[src/rtl/sdr_trk_pkg.sv]
// Shared types for the SDRAM command tracker.
// Assumes: command bit positions are fixed and shared by decoder, judge and checker.
package sdr_trk_pkg;

    typedef enum logic [1:0] {
        DM_NORMAL  = 2'd0,
        DM_SELFREF = 2'd1,
        DM_PWRDN   = 2'd2,
        DM_SUSPEND = 2'd3
    } dev_mode_e;

    localparam int NUM_CMD = 15;

    typedef logic [3:0] cmd_idx_t;

    localparam cmd_idx_t C_DESEL  = 4'd0;
    localparam cmd_idx_t C_NOP    = 4'd1;
    localparam cmd_idx_t C_ACT    = 4'd2;
    localparam cmd_idx_t C_RD     = 4'd3;
    localparam cmd_idx_t C_WR     = 4'd4;
    localparam cmd_idx_t C_PRE    = 4'd5;
    localparam cmd_idx_t C_AREF   = 4'd6;
    localparam cmd_idx_t C_MRS    = 4'd7;
    localparam cmd_idx_t C_BST    = 4'd8;
    localparam cmd_idx_t C_SR_IN  = 4'd9;
    localparam cmd_idx_t C_SR_OUT = 4'd10;
    localparam cmd_idx_t C_PD_IN  = 4'd11;
    localparam cmd_idx_t C_PD_OUT = 4'd12;
    localparam cmd_idx_t C_CS_IN  = 4'd13;
    localparam cmd_idx_t C_CS_OUT = 4'd14;

endpackage

[src/rtl/sdr_pin_decode.sv]
// Pin-level decode: turns select and strobe pins into a base command index.
// Assumes: active-low pins; clock enable is handled elsewhere.
module sdr_pin_decode
    import sdr_trk_pkg::*;
(
    input  logic     cs_n,
    input  logic     ras_n,
    input  logic     cas_n,
    input  logic     we_n,
    output cmd_idx_t kind
);

    // Map the strobe pattern to a command index.
    always_comb begin
        if (cs_n) begin
            kind = C_DESEL;
        end else begin
            case ({ras_n, cas_n, we_n})
                3'b111:  kind = C_NOP;
                3'b110:  kind = C_BST;
                3'b011:  kind = C_ACT;
                3'b101:  kind = C_RD;
                3'b100:  kind = C_WR;
                3'b010:  kind = C_PRE;
                3'b001:  kind = C_AREF;
                default: kind = C_MRS;
            endcase
        end
    end

endmodule

[src/rtl/sdr_cmd_judge.sv]
// Context decode: combines base command, clock-enable history, device mode,
// bank state and burst status into the final command, legality and effects.
// Assumes: combinational; all state is held by the caller.
module sdr_cmd_judge
    import sdr_trk_pkg::*;
#(
    parameter int NUM_BANKS = 4,
    parameter int BA_W      = $clog2(NUM_BANKS)
) (
    input  cmd_idx_t             kind,
    input  logic                 cke_prev,
    input  logic                 cke_now,
    input  dev_mode_e            mode,
    input  logic [NUM_BANKS-1:0] bank_open,
    input  logic [BA_W-1:0]      ba,
    input  logic                 burst_busy,
    output logic [NUM_CMD-1:0]   cmd_vec,
    output logic                 bad,
    output dev_mode_e            mode_nx,
    output logic                 do_act,
    output logic                 do_pre,
    output logic                 do_rw,
    output logic                 do_bst
);

    logic sel_open;
    logic all_idle;
    logic quiet;

    assign sel_open = bank_open[ba];
    assign all_idle = ~|bank_open;
    assign quiet    = (kind == C_NOP) || (kind == C_DESEL);

    // Decide command, legality, mode change and state effects for this edge.
    always_comb begin
        cmd_vec = '0;
        bad     = 1'b0;
        mode_nx = mode;
        do_act  = 1'b0;
        do_pre  = 1'b0;
        do_rw   = 1'b0;
        do_bst  = 1'b0;
        case (mode)
            DM_NORMAL: begin
                if (cke_prev && cke_now) begin
                    cmd_vec[kind] = 1'b1;
                    case (kind)
                        C_ACT:       if (sel_open) bad = 1'b1; else do_act = 1'b1;
                        C_RD, C_WR:  if (!sel_open) bad = 1'b1; else do_rw = 1'b1;
                        C_PRE:       do_pre = 1'b1;
                        C_AREF,
                        C_MRS:       bad = !all_idle;
                        C_BST:       do_bst = 1'b1;
                        default:     ;
                    endcase
                end else if (cke_prev) begin
                    if (burst_busy) begin
                        cmd_vec[C_CS_IN] = 1'b1;
                        mode_nx          = DM_SUSPEND;
                    end else if (kind == C_AREF) begin
                        cmd_vec[C_SR_IN] = 1'b1;
                        if (all_idle) mode_nx = DM_SELFREF;
                        else          bad     = 1'b1;
                    end else if (quiet) begin
                        cmd_vec[C_PD_IN] = 1'b1;
                        mode_nx          = DM_PWRDN;
                    end else begin
                        cmd_vec[kind] = 1'b1;
                        bad           = 1'b1;
                    end
                end
            end
            DM_SELFREF: begin
                if (!cke_prev && cke_now && quiet) begin
                    cmd_vec[C_SR_OUT] = 1'b1;
                    mode_nx           = DM_NORMAL;
                end
            end
            DM_PWRDN: begin
                if (!cke_prev && cke_now) begin
                    cmd_vec[C_PD_OUT] = 1'b1;
                    mode_nx           = DM_NORMAL;
                end
            end
            default: begin
                if (cke_now) begin
                    cmd_vec[C_CS_OUT] = 1'b1;
                    mode_nx           = DM_NORMAL;
                end
            end
        endcase
    end

endmodule

[src/rtl/sdr_bank_track.sv]
// Bank open/closed flags and burst counter with auto-precharge close.
// Assumes: effect strobes are already qualified by legality; run is low
// whenever the clock is suspended or the device is in a low-power mode.
module sdr_bank_track #(
    parameter int NUM_BANKS = 4,
    parameter int BA_W      = $clog2(NUM_BANKS),
    parameter int BURST_LEN = 4
) (
    input  logic                 clk,
    input  logic                 rst_n,
    input  logic                 do_act,
    input  logic                 do_pre,
    input  logic                 do_rw,
    input  logic                 do_bst,
    input  logic                 run,
    input  logic [BA_W-1:0]      ba,
    input  logic                 a10,
    output logic [NUM_BANKS-1:0] bank_open,
    output logic                 busy
);

    localparam int CNT_W = $clog2(BURST_LEN + 1);

    logic [CNT_W-1:0]     cnt_q, cnt_nx;
    logic [BA_W-1:0]      bbank_q;
    logic                 bap_q;
    logic [NUM_BANKS-1:0] open_nx;
    logic                 end_close;

    assign busy = (cnt_q != '0);

    // Next bank flags and burst count from this edge's effects.
    always_comb begin
        open_nx   = bank_open;
        cnt_nx    = cnt_q;
        end_close = 1'b0;
        if (do_rw) begin
            end_close = busy && bap_q && (bbank_q != ba);
            cnt_nx    = CNT_W'(BURST_LEN);
        end else if (do_bst) begin
            end_close = busy && bap_q;
            cnt_nx    = '0;
        end else if (run && busy) begin
            cnt_nx    = cnt_q - 1'b1;
            end_close = bap_q && (cnt_q == CNT_W'(1));
        end
        if (end_close) open_nx[bbank_q] = 1'b0;
        if (do_pre) begin
            if (a10) open_nx = '0;
            else     open_nx[ba] = 1'b0;
        end
        if (do_act) open_nx[ba] = 1'b1;
    end

    // Register bank flags, burst count and the burst's bank/auto-precharge.
    always_ff @(posedge clk) begin
        if (!rst_n) begin
            bank_open <= '0;
            cnt_q     <= '0;
            bbank_q   <= '0;
            bap_q     <= 1'b0;
        end else begin
            bank_open <= open_nx;
            cnt_q     <= cnt_nx;
            if (do_rw) begin
                bbank_q <= ba;
                bap_q   <= a10;
            end
        end
    end

endmodule

[src/rtl/sdr_cmd_tracker.sv]
// Top: samples SDRAM control pins each rising edge, decodes them in context
// and registers the decoded command, flags, device mode and bank state.
// Assumes: clock enable is high during reset.
module sdr_cmd_tracker
    import sdr_trk_pkg::*;
#(
    parameter int NUM_BANKS = 4,
    parameter int BURST_LEN = 4,
    localparam int BA_W     = $clog2(NUM_BANKS)
) (
    input  logic                 clk,
    input  logic                 rst_n,
    input  logic                 cke,
    input  logic                 cs_n,
    input  logic                 ras_n,
    input  logic                 cas_n,
    input  logic                 we_n,
    input  logic                 dqm,
    input  logic [BA_W-1:0]      ba,
    input  logic                 a10,
    output logic [NUM_CMD-1:0]   cmd_o,
    output logic [BA_W-1:0]      bank_o,
    output logic                 ap_o,
    output logic [1:0]           mode_o,
    output logic                 illegal_o,
    output logic                 data_en_o,
    output logic [NUM_BANKS-1:0] bank_open_o
);

    cmd_idx_t             kind;
    logic                 cke_q;
    dev_mode_e            mode_q, mode_nx;
    logic [NUM_CMD-1:0]   cmd_vec;
    logic                 bad, do_act, do_pre, do_rw, do_bst, busy, run;

    assign run    = (mode_q == DM_NORMAL) && cke_q && cke;
    assign mode_o = mode_q;

    sdr_pin_decode u_dec (
        .cs_n  (cs_n),
        .ras_n (ras_n),
        .cas_n (cas_n),
        .we_n  (we_n),
        .kind  (kind)
    );

    sdr_cmd_judge #(.NUM_BANKS(NUM_BANKS)) u_judge (
        .kind       (kind),
        .cke_prev   (cke_q),
        .cke_now    (cke),
        .mode       (mode_q),
        .bank_open  (bank_open_o),
        .ba         (ba),
        .burst_busy (busy),
        .cmd_vec    (cmd_vec),
        .bad        (bad),
        .mode_nx    (mode_nx),
        .do_act     (do_act),
        .do_pre     (do_pre),
        .do_rw      (do_rw),
        .do_bst     (do_bst)
    );

    sdr_bank_track #(.NUM_BANKS(NUM_BANKS), .BURST_LEN(BURST_LEN)) u_track (
        .clk       (clk),
        .rst_n     (rst_n),
        .do_act    (do_act),
        .do_pre    (do_pre),
        .do_rw     (do_rw),
        .do_bst    (do_bst),
        .run       (run),
        .ba        (ba),
        .a10       (a10),
        .bank_open (bank_open_o),
        .busy      (busy)
    );

    // Register clock-enable history, device mode and the output command.
    always_ff @(posedge clk) begin
        if (!rst_n) begin
            cke_q     <= 1'b1;
            mode_q    <= DM_NORMAL;
            cmd_o     <= '0;
            bank_o    <= '0;
            ap_o      <= 1'b0;
            illegal_o <= 1'b0;
            data_en_o <= 1'b0;
        end else begin
            cke_q     <= cke;
            mode_q    <= mode_nx;
            cmd_o     <= cmd_vec;
            bank_o    <= ba;
            ap_o      <= a10 && (cmd_vec[C_PRE] || cmd_vec[C_RD] || cmd_vec[C_WR]);
            illegal_o <= bad;
            data_en_o <= cke_q && !dqm;
        end
    end

endmodule

[config.mk]
export PLATFORM = sky130hd
export DESIGN_NAME = sdr_cmd_tracker
export DESIGN_NICKNAME = d
export VERILOG_FILES = /design/src/rtl/sdr_trk_pkg.sv /design/src/rtl/sdr_pin_decode.sv /design/src/rtl/sdr_cmd_judge.sv /design/src/rtl/sdr_bank_track.sv /design/src/rtl/sdr_cmd_tracker.sv
export SDC_FILE = /design/constraint.sdc
export NUM_CORES = 1
export LEC_CHECK = 0
export BUFFER_PORTS_ARGS = -buffer_cell sky130_fd_sc_hd__buf_4
export CORE_ASPECT_RATIO = 1.25
export CORE_MARGIN = 10
export CORE_UTILIZATION = 40
export DETAILED_ROUTE_END_ITERATION = 8
export PLACE_DENSITY_LB_ADDON = 0.3
export REMOVE_ABC_BUFFERS = 1
export SYNTH_ARGS = -nofsm -noshare
export SYNTH_HDL_FRONTEND = slang
export SYNTH_SLANG_ARGS = --single-unit
[constraint.sdc]
create_clock -name clk -period 2.3 [get_ports clk]
set_clock_uncertainty 0.1 [all_clocks]
set_input_delay 0.345 -clock clk [delete_from_list [all_inputs] [get_ports clk]]
set_output_delay 0.345 -clock clk [all_outputs]
set_load 0.005 [all_outputs]
==> results of run 1 <==
==> cell usage after synthesis, types with 2 or more instances <==
| cell type | n | area, um2 |
|---|---|---|
| sky130_fd_sc_hd__nor3b_1 | 3 | 22.5 |
| sky130_fd_sc_hd__a31oi_1 | 2 | 12.5 |
| sky130_fd_sc_hd__nor3_1 | 11 | 55.1 |
| sky130_fd_sc_hd__or4_1 | 3 | 22.5 |
| sky130_fd_sc_hd__and2_1 | 2 | 12.5 |
| sky130_fd_sc_hd__a21oi_1 | 10 | 50.1 |
| sky130_fd_sc_hd__inv_1 | 13 | 48.8 |
| sky130_fd_sc_hd__ha_1 | 7 | 87.6 |
| sky130_fd_sc_hd__buf_6 | 2 | 22.5 |
| sky130_fd_sc_hd__buf_4 | 2 | 15.0 |
| sky130_fd_sc_hd__and3_1 | 4 | 25.0 |
| sky130_fd_sc_hd__nor4_1 | 3 | 18.8 |
| sky130_fd_sc_hd__nor2_1 | 19 | 71.3 |
| sky130_fd_sc_hd__o21ai_0 | 8 | 40.0 |
| sky130_fd_sc_hd__nand2_1 | 19 | 71.3 |
| sky130_fd_sc_hd__dfxtp_1 | 33 | 661 |
| sky130_fd_sc_hd__nor2b_1 | 2 | 12.5 |
| sky130_fd_sc_hd__mux2i_1 | 4 | 40.0 |
| sky130_fd_sc_hd__o31ai_1 | 3 | 22.5 |
| sky130_fd_sc_hd__o22ai_1 | 2 | 12.5 |
| sky130_fd_sc_hd__o211ai_1 | 6 | 45.0 |
| sky130_fd_sc_hd__or3_1 | 2 | 12.5 |
| sky130_fd_sc_hd__clkbuf_1 | 5 | 18.8 |
| sky130_fd_sc_hd__nand3_1 | 8 | 40.0 |
==> placed cells by master, fill, tap and decap left out, drive strengths merged, types with 2 or more instances in the layout <==
cell,netlist,final
nor2b,2,2
a21oi,10,10
clkbuf,6,7
mux2i,4,4
nand3,9,9
o211ai,6,6
and2,2,2
ha,7,7
inv,13,13
o22ai,2,2
o21ai,8,8
nor2,19,19
and3,5,5
nor3b,3,3
o31ai,3,3
nand2,19,19
or3,2,2
or4,4,4
nor3,11,11
buf,4,39
a31oi,2,2
nor4,3,3
dfxtp,33,33
==> through the flow <==
stage / instance area [um2] / std cells
floorplan: 1580 / 184
global placement: 1940 / 279
detailed placement: 1940 / 279
CTS: 2030 / 286
global route: 2030 / 286
finish: 2030 / 286
==> per-layer routing <==
metal  vias to the layer above  track usage (%)  routed length [um]
met5                         -                0                   0
li1                        763                -                   -
met2                        48             20.3                2030
met3                        10             3.91                 237
met1                       698             13.6                1780
met4                         0             6.71                 111
==> cell families after synthesis <==
group / after synthesis / synth area share, %
AOI/OAI and AO/OA: 39 / 15.4
xor gates and xnor gates: 2 / 1.06
adders and majority gates: 7 / 5.32
buffers and inverters: 24 / 7.45
DFF: 33 / 40.1
muxes: 5 / 3.80
and+or+nand+nor: 84 / 26.8
==> how the worst max path moves through the flow <==
stage	from	end	slack, ns	cells after the start
2_1_floorplan	mode_o[0]	u_track.bank_open[0]	0.14	7
3_3_place_gp	mode_o[0]	u_track.bank_open[0]	0.32	7
3_5_place_dp	mode_o[1]	u_track.bank_open[3]	0.29	7
4_1_cts	mode_o[1]	u_track.bank_open[0]	0.27	7
5_1_grt	mode_o[1]	u_track.bank_open[0]	0.11	7
6_report	mode_o[1]	u_track.bank_open[3]	0.26	7
==> flip-flops by register name, summed over array words and instances (netlist names), 2 cells and up <==
| register | flops |
|---|---|
| u_track.bbank_q | 2 |
| u_track.bank_open | 4 |
| mode_o | 2 |
| bank_o | 2 |
| cmd_o | 15 |
| u_track.cnt_q | 3 |
==> worst max-delay path, stage by stage, from the launching register on <==
cell and delay [ns]:
sky130_fd_sc_hd__dfxtp_1 0.36, sky130_fd_sc_hd__inv_1 0.10, sky130_fd_sc_hd__ha_1 0.16, sky130_fd_sc_hd__and2_1 0.20
sky130_fd_sc_hd__nand3_4 0.10, sky130_fd_sc_hd__or4_4 0.47, sky130_fd_sc_hd__or4_1 0.40, sky130_fd_sc_hd__o21ai_0 0.08
==> where the power goes <==
group | leakage (nW) | internal (mW) | switching, mW | total [mW]
Clock | 0.0443 | 0.237 | 0.193 | 0.430
Combinational | 0.554 | 0.130 | 0.170 | 0.300
Sequential | 0.268 | 0.592 | 0.0167 | 0.609
==> final cells by class <==
cell class,count,area (um2),share of cell area (%)
inverter,14,52.6,2.59
multi-input combinational,137,863,42.6
tap,56,70.1,3.46
clock buffer,7,86.3,4.26
timing repair buffer,39,293,14.5
sequential,33,661,32.6
==> run metrics, run 1 <==
run status complete, no violations; number of setup buffers added after CTS 0; setup repair after global routing missed its margin no; Worst EP required about 2.4 ns; leakage power figure 0.866 nW; num ports 37; startpoint of the lowest-slack register-to-register path mode_o[1]; Via density 5.31; async set or reset register ratio after synthesis 0%; clock latency on the worst-skew pair between 0.2 and 0.3 ns; kind of capture point of the worst setup path flip-flop; worst voltage drop across the vdd grid approximately 0.00033 V; aggregate global routing overflow 0; post-placement worst setup slack 0.293 ns; mean instance size in the synthesized netlist 8.49 um2; number of filler cells placed in the layout roughly 410; CTS tree done; worst reg2reg setup slack 0.26 ns; placer congestion estimate roughly 0.8; Post-Synthesis Cell Area 1650 um2; number of sinks handled by clock tree synthesis 33; wire per inst 14.5 um; final routed DRC violation total 0; min Tclk post-route ~2.0 ns; count of max-cap constraint violations 0; die width 77.4 um; # rows 26; reg2reg end u_track.bank_open[3]; layout cell share with drive strength beyond 1 21.7%; arrival time of the worst setup path roughly 2.2 ns; CTS hold repair buffers 0; critical path fanouts, max 5; final setup vio count 0; number of synthesized flops with an enable pin 0; cts bufs inserted 5; slew of the pin with the lowest slew margin just under 0.5 ns; total power divided by cell area 661 nW/um2; Worst Hold Margin 0.110 ns; total of cells resized after clock tree synthesis 0; Startpoint Class flip-flop; CTS clock-pin slew for the worst setup and hold paths approximately 0.060 ns; Routed Wire Length 4.15 mm; share of synthesized area occupied by flip-flops and latches 40.1%; via count 1519; router iterations before antenna repair 4; # nets final 248; effective utilization at floorplan 40.8%; number of buffers added on ports 36; endpoint of the worst hold path data_en_o; overall power of the completed layout ~1.3 mW; utilization after layout 50.2%; Total Routing Usage GR 12.2%; cell chosen for the clock root sky130_fd_sc_hd__clkbuf_8; post-synthesis cell type count between 40 and 50; worst hold path stage count 2; source of the worst hold timing path dqm; maximum number of pins on one net before global-route repair 20; total core area ~4000 um2; DPL Wire Length 3.12 mm; Warnings, synthesis 0; level count of the clock H-tree 2; initial antenna violation count 0; count of inserted antenna diode cells 0; fin crit share 88.5%; Max Clk Rate 491 MHz; CTS max path bufs 2; count of endpoints failing hold in the final timing report 0; CP Class reg -> reg; Reg2Reg Depth 7; detailed router's first-iteration violation count 134; cell count after synthesis 194; aggregate negative setup slack 0 ns; number of global-route vias before repair 1517; FF+latch count, synth 33; remaining antenna violation count after routing 0; class of the worst hold path in -> reg; first-pass GRT wire length 7.09 mm; DIE AREA between 7000 and 8000 um2; Die Y 91.7 um; layout overhead on the synthesized area 23.0%; worst rel slew slack 66.9%; max-slew violation total from the final report 0; Most used DFF post-synth sky130_fd_sc_hd__dfxtp_1; minimum setup slack in the final design 0.265 ns
No activity file was read; power rests on OpenSTA's default activity.
==> run 2: changes to the inputs <==
--- a/config.mk
+++ b/config.mk
@@ -6,7 +6,6 @@
 export NUM_CORES = 1
 export LEC_CHECK = 0
 export BUFFER_PORTS_ARGS = -buffer_cell sky130_fd_sc_hd__buf_4
-export CORE_ASPECT_RATIO = 1.25
 export CORE_MARGIN = 10
 export CORE_UTILIZATION = 40
 export DETAILED_ROUTE_END_ITERATION = 8
==> run 2 against run 1 <==
Global-route usage down 0.72 points. Final cell count down 2.1%. Die area down 0.23%. Largest power group unchanged. Power up 9.1%. Clock-buffer cell count unchanged. Clock power up 30%. Sequential share of layout area down 0.24 points. Combinational power down 2%. Via count down 2.0%. Sequential power about the same.
==> run metrics, run 2 (same netlist as run 1, synthesis figures left out) <==
count of max-cap constraint violations 0; CP Class reg -> reg; clock latency on the worst-skew pair 0.28 ns; placer congestion estimate 0.869; critical path fanouts, max 5; Routed Wire Length 4.02 mm; Total Routing Usage GR 11.5%; remaining antenna violation count after routing 0; detailed router's first-iteration violation count 88; DPL Wire Length 3.00 mm; min Tclk post-route between 2 and 2.5 ns; CTS hold repair buffers 0; # rows 23; CTS clock-pin slew for the worst setup and hold paths 0.07 ns; run status complete, no violations; final routed DRC violation total 0; number of setup buffers added after CTS 0; fin crit share 89.1%; Die Y ~84 um; effective utilization at floorplan 41.2%; final setup vio count 0; via count 1488; cell chosen for the clock root sky130_fd_sc_hd__clkbuf_8; worst voltage drop across the vdd grid ~0.00028 V; num ports 37; post-placement worst setup slack 0.275 ns; Placed Instances about 270; leading cell type in the layout, fill and taps excluded sky130_fd_sc_hd__buf_4; first-pass GRT wire length 6.91 mm; layout cell share with drive strength beyond 1 between 20% and 30%; DIE AREA approximately 7100 um2; Cell Count, Final, Fillers Out 280; max-slew violation total from the final report 0; layout overhead on the synthesized area 23.9%; number of global-route vias before repair 1477; router iterations before antenna repair 4; largest register by flop count cmd_o; maximum number of pins on one net before global-route repair 20; number of filler cells placed in the layout 389; total core area around 4000 um2; max FFs per register 15; class of the worst hold path in -> reg; Startpoint Class flip-flop; highest-count cells in the layout ignoring fill and taps sky130_fd_sc_hd__buf_4, sky130_fd_sc_hd__dfxtp_1, sky130_fd_sc_hd__nand2_1, sky130_fd_sc_hd__nor2_1, sky130_fd_sc_hd__inv_1; initial antenna violation count 0; total power divided by cell area 716 nW/um2; Via density roughly 5.3; Worst EP required 2.41 ns; count of inserted antenna diode cells 0; slew of the pin with the lowest slew margin 0.596 ns; aggregate global routing overflow 0; Max Clk Rate 488 MHz; number of sinks handled by clock tree synthesis 33; total of cells resized after clock tree synthesis 0; kind of capture point of the worst setup path flip-flop; leakage power figure 0.875 nW; cts bufs inserted 5; CTS max path bufs 2; level count of the clock H-tree 2; wire per inst ~14 um; aggregate negative setup slack 0 ns; count of endpoints failing hold in the final timing report 0; minimum setup slack in the final design 0.250 ns; utilization after layout 51.0%; number of buffers added on ports 36; CTS tree done; setup repair after global routing missed its margin no; # nets final 247; Regs by FF count cmd_o x15, u_track.bank_open x4, u_track.cnt_q x3; worst rel slew slack 59.2%; arrival time of the worst setup path between 2 and 2.5 ns; die width around 84 um
run 2: changes by cell type in the layout (fill, tap and decap cells not counted), sizes merged:
cell and change:
bufinv +1, buf -1
run 2: cell type report:
class	count	area [um2]	share of cell area [%]
clock buffer	7	86.3	4.23
clock inverter	1	30.0	1.47
inverter	14	52.6	2.58
multi-input combinational	137	863	42.3
sequential	33	661	32.4
tap	50	62.6	3.07
timing repair buffer	38	285	14.0
run 2: per-stage QoR:
stage,hold slack [ns],instance area (um2),power (mW)
global placement,0.387,1920,0.913
floorplan,0.315,1580,0.790
finish,0.113,2040,1.46
CTS,0.103,2040,1.47
global route,0.116,2040,1.54
detailed placement,0.392,1920,0.914
run 2: critical path: stages, from the launching register on:
cell	delay, ns
sky130_fd_sc_hd__dfxtp_1	0.35
sky130_fd_sc_hd__inv_1	0.09
sky130_fd_sc_hd__ha_1	0.16
sky130_fd_sc_hd__and2_1	0.20
sky130_fd_sc_hd__nand3_4	0.11
sky130_fd_sc_hd__or4_4	0.47
sky130_fd_sc_hd__or4_1	0.42
sky130_fd_sc_hd__o21ai_0	0.09
run 2: worst paths after layout:
kind / from / endpoint / slack (ns) / depth (start not counted)
max: mode_o[0] / u_track.bank_open[3] / 0.25 / 7
min: dqm / data_en_o / 0.11 / 2
max reg2reg: mode_o[0] / u_track.bank_open[3] / 0.25 / 7
min reg2reg: u_track.bap_q / u_track.bap_q / 0.41 / 2
run 2: power breakdown:
part / switching, mW / internal (mW) / leakage, nW
logic: 0.166 / 0.129 / 0.549
clock network: 0.204 / 0.353 / 0.0585
registers: 0.0156 / 0.592 / 0.268
total: 0.386 / 1.07 / 0.875
run 2: routing by layer:
metal  share of wire [%]  track usage [%]  vias up
met4                 1.5             4.11        0
met5                   0                0        -
met3                 8.9             4.15        7
li1                    -                -      758
met2                  46             17.9       55
met1                  44             14.2      668
